File: src/rtl/adc_trig_pkg.sv
package adc_trig_pkg;
    localparam int BUS_AW = 8;
    localparam int BUS_DW = 32;

    localparam logic [BUS_AW-1:0] ADDR_RESULT = 8'h08;
    localparam logic [BUS_AW-1:0] ADDR_SWITCH = 8'h18;
    localparam logic [BUS_AW-1:0] ADDR_LOCK   = 8'h20;
    localparam logic [BUS_DW-1:0] KEY_VALUE   = 32'h0000_00AA;

    typedef enum logic [1:0] {
        PH_IDLE   = 2'd0,
        PH_SETTLE = 2'd1,
        PH_CONV   = 2'd2
    } phase_e;
endpackage

File: src/rtl/adc_prescaler.sv
// Module clock divider: emits one tick every DIV cycles, phase restartable.
module adc_prescaler #(
    parameter int DIV_FAST = 4,
    parameter int DIV_SLOW = 16
) (
    input  logic clk,
    input  logic rst_n,
    input  logic restart,
    input  logic slow,
    output logic tick
);
    localparam int PRE_W = $clog2(DIV_SLOW);

    logic [PRE_W-1:0] cnt_d, cnt_q;
    logic [PRE_W-1:0] last;

    always_comb begin
        last  = slow ? PRE_W'(DIV_SLOW - 1) : PRE_W'(DIV_FAST - 1);
        tick  = (cnt_q >= last);
        cnt_d = cnt_q + PRE_W'(1);
        if (restart || tick) begin
            cnt_d = '0;
        end
    end

    always_ff @(posedge clk) begin
        if (!rst_n) cnt_q <= '0;
        else        cnt_q <= cnt_d;
    end
endmodule

File: src/rtl/adc_key_lock.sv
// One-shot software key guarding the switch register.
module adc_key_lock
    import adc_trig_pkg::*;
(
    input  logic              clk,
    input  logic              rst_n,
    input  logic [BUS_AW-1:0] bus_addr,
    input  logic              bus_we,
    input  logic [BUS_DW-1:0] bus_wdata,
    output logic              sw_wr,
    output logic              unlocked
);
    logic armed_d, armed_q;

    always_comb begin
        armed_d = armed_q;
        sw_wr   = bus_we && (bus_addr == ADDR_SWITCH) && armed_q;
        if (bus_we) begin
            armed_d = (bus_addr == ADDR_LOCK) && (bus_wdata == KEY_VALUE);
        end
    end

    always_ff @(posedge clk) begin
        if (!rst_n) armed_q <= 1'b0;
        else        armed_q <= armed_d;
    end

    assign unlocked = armed_q;
endmodule

File: src/rtl/adc_trig_ctrl.sv
module adc_trig_ctrl
    import adc_trig_pkg::*;
#(
    parameter int SMP_W        = 16,
    parameter int SW_W         = 12,
    parameter int DIV_FAST     = 4,
    parameter int DIV_SLOW     = 16,
    parameter int CONV_TICKS   = 4,
    parameter int SETTLE_TICKS = 8
) (
    input  logic              clk,
    input  logic              rst_n,
    input  logic [BUS_AW-1:0] bus_addr,
    input  logic              bus_we,
    input  logic              bus_re,
    input  logic [BUS_DW-1:0] bus_wdata,
    output logic [BUS_DW-1:0] bus_rdata,
    input  logic              div_sel,
    input  logic [SMP_W-1:0]  smp_in,
    output logic [SW_W-1:0]   sw_cfg
);
    localparam int MAX_TICKS = (CONV_TICKS > SETTLE_TICKS) ? CONV_TICKS : SETTLE_TICKS;
    localparam int TCNT_W    = $clog2(MAX_TICKS + 1);
    localparam int EXT_W     = BUS_DW - 1 - SMP_W;

    typedef struct packed {
        phase_e             phase;
        logic               pend;
        logic               ready;
        logic [SMP_W-1:0]   sample;
        logic [SW_W-1:0]    sw;
        logic [TCNT_W-1:0]  tcnt;
    } ctl_t;

    ctl_t st_d, st_q;

    logic              tick;
    logic              restart;
    logic              sw_wr;
    logic              unlocked;
    logic              trig;
    logic              iv_end;
    logic [TCNT_W-1:0] iv_last;

    // observation points for the bound checker
    logic ready_w, conv_w, unlocked_w;

    adc_prescaler #(
        .DIV_FAST (DIV_FAST),
        .DIV_SLOW (DIV_SLOW)
    ) u_pre (
        .clk     (clk),
        .rst_n   (rst_n),
        .restart (restart),
        .slow    (div_sel),
        .tick    (tick)
    );

    adc_key_lock u_key (
        .clk       (clk),
        .rst_n     (rst_n),
        .bus_addr  (bus_addr),
        .bus_we    (bus_we),
        .bus_wdata (bus_wdata),
        .sw_wr     (sw_wr),
        .unlocked  (unlocked)
    );

    always_comb begin
        st_d    = st_q;
        restart = 1'b0;
        trig    = bus_re && (bus_addr == ADDR_RESULT);
        iv_last = (st_q.phase == PH_SETTLE) ? TCNT_W'(SETTLE_TICKS - 1)
                                            : TCNT_W'(CONV_TICKS - 1);
        iv_end  = tick && (st_q.phase != PH_IDLE) && (st_q.tcnt == iv_last);

        if (tick && (st_q.phase != PH_IDLE)) begin
            st_d.tcnt = st_q.tcnt + TCNT_W'(1);
        end

        // interval expiry
        if (iv_end) begin
            st_d.tcnt = '0;
            if (st_q.phase == PH_SETTLE) begin
                if (st_q.pend) begin
                    st_d.phase = PH_CONV;
                    st_d.pend  = 1'b0;
                    restart    = 1'b1;
                end else begin
                    st_d.phase = PH_IDLE;
                end
            end else begin
                st_d.phase  = PH_IDLE;
                st_d.ready  = 1'b1;
                st_d.sample = smp_in;
            end
        end

        // result read: discard held value and (re)start a conversion
        if (trig) begin
            st_d.ready  = 1'b0;
            st_d.sample = '0;
            if (st_d.phase == PH_SETTLE) begin
                st_d.pend = 1'b1;
            end else begin
                st_d.phase = PH_CONV;
                st_d.tcnt  = '0;
                restart    = 1'b1;
            end
        end

        // accepted switch change: settle first, keep any conversion request
        if (sw_wr) begin
            st_d.sw     = bus_wdata[SW_W-1:0];
            st_d.pend   = st_d.pend || (st_d.phase == PH_CONV);
            st_d.phase  = PH_SETTLE;
            st_d.tcnt   = '0;
            st_d.ready  = 1'b0;
            st_d.sample = '0;
            restart     = 1'b1;
        end
    end

    always_ff @(posedge clk) begin
        if (!rst_n) begin
            st_q.phase  <= PH_IDLE;
            st_q.pend   <= 1'b0;
            st_q.ready  <= 1'b0;
            st_q.sample <= '0;
            st_q.sw     <= '0;
            st_q.tcnt   <= '0;
        end else begin
            st_q <= st_d;
        end
    end

    always_comb begin
        unique case (bus_addr)
            ADDR_RESULT: bus_rdata = {st_q.ready, {EXT_W{st_q.sample[SMP_W-1]}}, st_q.sample};
            ADDR_SWITCH: bus_rdata = {{(BUS_DW-SW_W){1'b0}}, st_q.sw};
            default:     bus_rdata = '0;
        endcase
    end

    assign sw_cfg     = st_q.sw;
    assign ready_w    = st_q.ready;
    assign conv_w     = (st_q.phase == PH_CONV);
    assign unlocked_w = unlocked;
endmodule

File: config.mk
export PLATFORM = sky130hd
export DESIGN_NAME = adc_trig_ctrl
export DESIGN_NICKNAME = d
export VERILOG_FILES = /design/src/rtl/adc_trig_pkg.sv /design/src/rtl/adc_prescaler.sv /design/src/rtl/adc_key_lock.sv /design/src/rtl/adc_trig_ctrl.sv
export SDC_FILE = /design/constraint.sdc
export NUM_CORES = 1
export LEC_CHECK = 0
export BUFFER_PORTS_ARGS = -buffer_cell sky130_fd_sc_hd__buf_2
export CAP_MARGIN = 20
export CORE_MARGIN = 5
export CORE_UTILIZATION = 43
export CTS_CLUSTER_SIZE = 8
export DETAILED_ROUTE_END_ITERATION = 8
export PLACE_DENSITY = 0.77
export SYNTH_ARGS = -nofsm -noshare
export SYNTH_HDL_FRONTEND = slang
export SYNTH_SLANG_ARGS = --single-unit
File: constraint.sdc
create_clock -name clk -period 1.79 [get_ports clk]
set_input_delay 0.0895 -clock clk [delete_from_list [all_inputs] [get_ports clk]]
set_output_delay 0.0895 -clock clk [all_outputs]
set_load 0.005 [all_outputs]
==> impl_metrics.toml <==
[status]
status = "completed"

[sta]
rsz0062_at_grt = "yes"
fmax_mhz = 561.9
worst_pin_slew_ns = 0.5538
min_period_over_period = 0.9943
setup_violations = 0
final-max-slew-violation-count = 0
fin_skew_ns = 0.007123
timing.slew.headroom = 0.6292
period_needed_ns = 1.780
final_hold_viol_count = 0
setup_ws_ns = 0.01017

[critical_path]
setup.worst_path.start = "u_pre.cnt_q[2]"
crit_type = "reg2reg"
reg2reg_to = "st_q[2]"
reg2reg_from = "u_pre.cnt_q[2]"
max_stage_delay_ns = 0.53
cp_slowest_cell = "or4_1"
rr_worst_depth = 5
crit_arrival_ns = 1.97
cp.required_ns = 1.98
path_cells = "ha_4 -> a21o_1 -> a21oi_2 -> or4_1 -> a2111oi_4"
rrSetupSlack_ns = 0.01
end_kind = "flop"
endpoint = "st_q[2]"
path_max_fanout = 3
startpoint_type = "flop"

[grt]
grt_use_total = 0.1819
grt_pass1_wl_um = 10510
overflow = 0
grt_max_degree = 20
antenna_found_initial = 0
grt_pass1_vias = 2293

[place]
portBuffers = 104
placed_cells = 434
dp_slack_ns = -0.04877
dp_hpwl_um = 5093
gp_congestion = 0.9485

[final_layout]
drive_above_1_share = 0.4108
nets = 435
synthToLayoutAreaGrowth_pct = 31.12
stdcell_count = 442
antenna_cells = 0
n_fill_cell = 501

[synthesis]
synth-compound-area-share = 0.1654
syn-instance-count = 278
async_flop_share = 0
ys_warn_count = 0
yosysSeqAreaShare = 0.3489
synth_area_um2 = 2352
synth_xor_area_frac = 0.007447
synth-simple-area-share = 0.2367
synth_adder_area_share = 0.02128
synth_top_family_by_area = "simple AND/OR/NAND/NOR gates"
synth_fp_nets = 343
synth_flop_cell = "dfxtp_1"
synth_cell_types = 49
ys_seq_elements = 41
avgSynthCellArea_um2 = 8.461
synthMuxAreaShare = 0.1021
synth_edf_count = 0

[die]
fp.dieW_um = 83.96
ios = 105
dieArea_um2 = 7049
die_h_um = 83.96
initial_utilization = 0.4352
core_area_um2 = 5405
rows = 27

[cts]
h-tree-depth = 2
cts_buffer_depth = 2
tritoncts = "done"
cts_made_buffers = 5
clockRootBuffer = "clkbuf_8"
cts_num_sinks = 41
clkSlewWorstSetupHoldPaths_ns = 0.08
clk_latency_ns = 0.29

[worst_hold_path]
hold_depth = 3
hp-class = "in2reg"

[drt]
postRouteAntennaNets = 0
dr_total_vias = 2327
drc_errors = 0
wl_per_cell_um = 15.03
viasPerCell = 5.265
first_pass_iters = 4
drt_iter0_drc = 90
drt-total-wl_um = 6642

[power]
leakagePower_nw = 1.424
irDropWorstVdd_uv = 298.3
p_per_area_nw_per_um2 = 601.2
power_mw = 1.854

[flow_run]
drv_cap = 0
-- where the power goes --
part	leakage, nW	switching [mW]	internal [mW]	total [mW]
registers	0.331	0.00720	0.919	0.926
logic	1.04	0.0951	0.109	0.204
clock network	0.0540	0.318	0.405	0.724
total	1.42	0.420	1.43	1.85
-- worst max-delay path: cells and delay by family (launching register included) --
kind | cells | cell delay, ns
AND/OR/NAND/NOR | 1 | 0.53
adder cells (fa/ha/maj) | 1 | 0.27
flip-flops | 1 | 0.33
AO/OA/AOI/OAI | 3 | 0.54
-- metal layers --
| layer | track usage | wire length (um) | vias to the layer above |
|---|---|---|---|
| met2 | 0.3247 | 3320 | 81 |
| met3 | 0.05035 | 445 | 11 |
| met1 | 0.2018 | 2724 | 1064 |
| met4 | 0.07456 | 151 | 0 |
| li1 | - | - | 1171 |
| met5 | 0 | 0 | - |
-- synthesized netlist by cell type (2+ instances only) --
| master | count | area (um2) |
|---|---|---|
| a211o_1 | 2 | 17.52 |
| o31ai_1 | 3 | 22.52 |
| o21ai_1 | 10 | 50.05 |
| nand3_1 | 22 | 110.1 |
| clkbuf_1 | 10 | 37.54 |
| nor3_1 | 5 | 25.02 |
| o21ai_0 | 8 | 40.04 |
| nor4b_1 | 2 | 17.52 |
| buf_4 | 27 | 202.7 |
| a21oi_1 | 20 | 100.1 |
| mux2i_1 | 24 | 240.2 |
| a21o_1 | 2 | 15.01 |
| and2_1 | 5 | 31.28 |
| ha_1 | 4 | 50.05 |
| nor4_1 | 6 | 37.54 |
| nor4bb_1 | 2 | 20.02 |
| or4_1 | 3 | 22.52 |
| nand4_1 | 4 | 25.02 |
| nand2_1 | 2 | 7.510 |
| nor2_1 | 32 | 120.1 |
| or3_1 | 3 | 18.77 |
| a2111oi_0 | 3 | 26.28 |
| buf_2 | 3 | 15.01 |
| dfxtp_1 | 41 | 820.8 |
| a2bb2oi_1 | 2 | 17.52 |
| nor2b_1 | 3 | 18.77 |
| inv_1 | 5 | 18.77 |
| nand2b_1 | 4 | 25.02 |
-- repair_timing --
item / CTS / global route
buffers inserted: 1 / 0
resized for setup: 10 / 10
gates cloned: 0 / 0
pin swaps: 3 / 3
endpoints found under the setup margin: 10 / 20
hold buffers: 0 / 0
-- per-stage QoR --
| step | utilization | hold WS [ns] | instance area [um2] | TNS, ns |
|---|---|---|---|---|
| detailed placement | 0.5324 | 0.3429 | 2878 | -0.1469 |
| finish | 0.5706 | 0.03264 | 3084 | 0 |
| global route | 0.5706 | 0.03152 | 3084 | -0.2611 |
| global placement | 0.5324 | 0.3310 | 2878 | 0 |
| floorplan | - | 0.2334 | 2369 | 0 |
| CTS | 0.5609 | 0.03424 | 3032 | 0 |
-- cells by family after synthesis --
kind of cell	after synthesis
buffers and inverters	46
xor gates and xnor gates	2
muxes	24
AOI/OAI and AO/OA	61
DFF	41
adders and majority gates	4
and+or+nand+nor	100
-- final cells by class --
type | instances | area, um2 | area share
repair buffers | 126 | 693.2 | 0.2247
multi-input cells | 191 | 1356 | 0.4398
well taps | 72 | 90.09 | 0.02921
inverters | 5 | 18.77 | 0.006085
flip-flops and latches | 41 | 822.0 | 0.2665
clock inverters | 2 | 35.03 | 0.01136
clock buffers | 5 | 68.82 | 0.02231
-- placed cells by master, fill, tap and decap left out, types with 6 or more instances in the layout --
| cell | n |
|---|---|
| mux2i_1 | 24 |
| nor4_1 | 6 |
| nand3_1 | 22 |
| nor2_1 | 32 |
| a21oi_1 | 19 |
| buf_2 | 104 |
| buf_4 | 20 |
| o21ai_0 | 6 |
| dfxtp_1 | 40 |
| o21ai_1 | 12 |
-- worst min path at each step --
stage	endpoint	start
2_1_floorplan	sw_cfg[0]	bus_wdata[0]
3_3_place_gp	sw_cfg[7]	bus_wdata[7]
3_5_place_dp	sw_cfg[7]	bus_wdata[7]
4_1_cts	sw_cfg[7]	bus_wdata[7]
5_1_grt	st_q[23]	smp_in[7]
6_report	sw_cfg[7]	bus_wdata[7]
-- flip-flops by register name, indices dropped and copies added, names as in the netlist --
register,count
u_pre.cnt_q,4
st_q,23
u_key.unlocked,1
sw_cfg,12
ready_w,1
No activity file was read; power rests on OpenSTA's default activity.
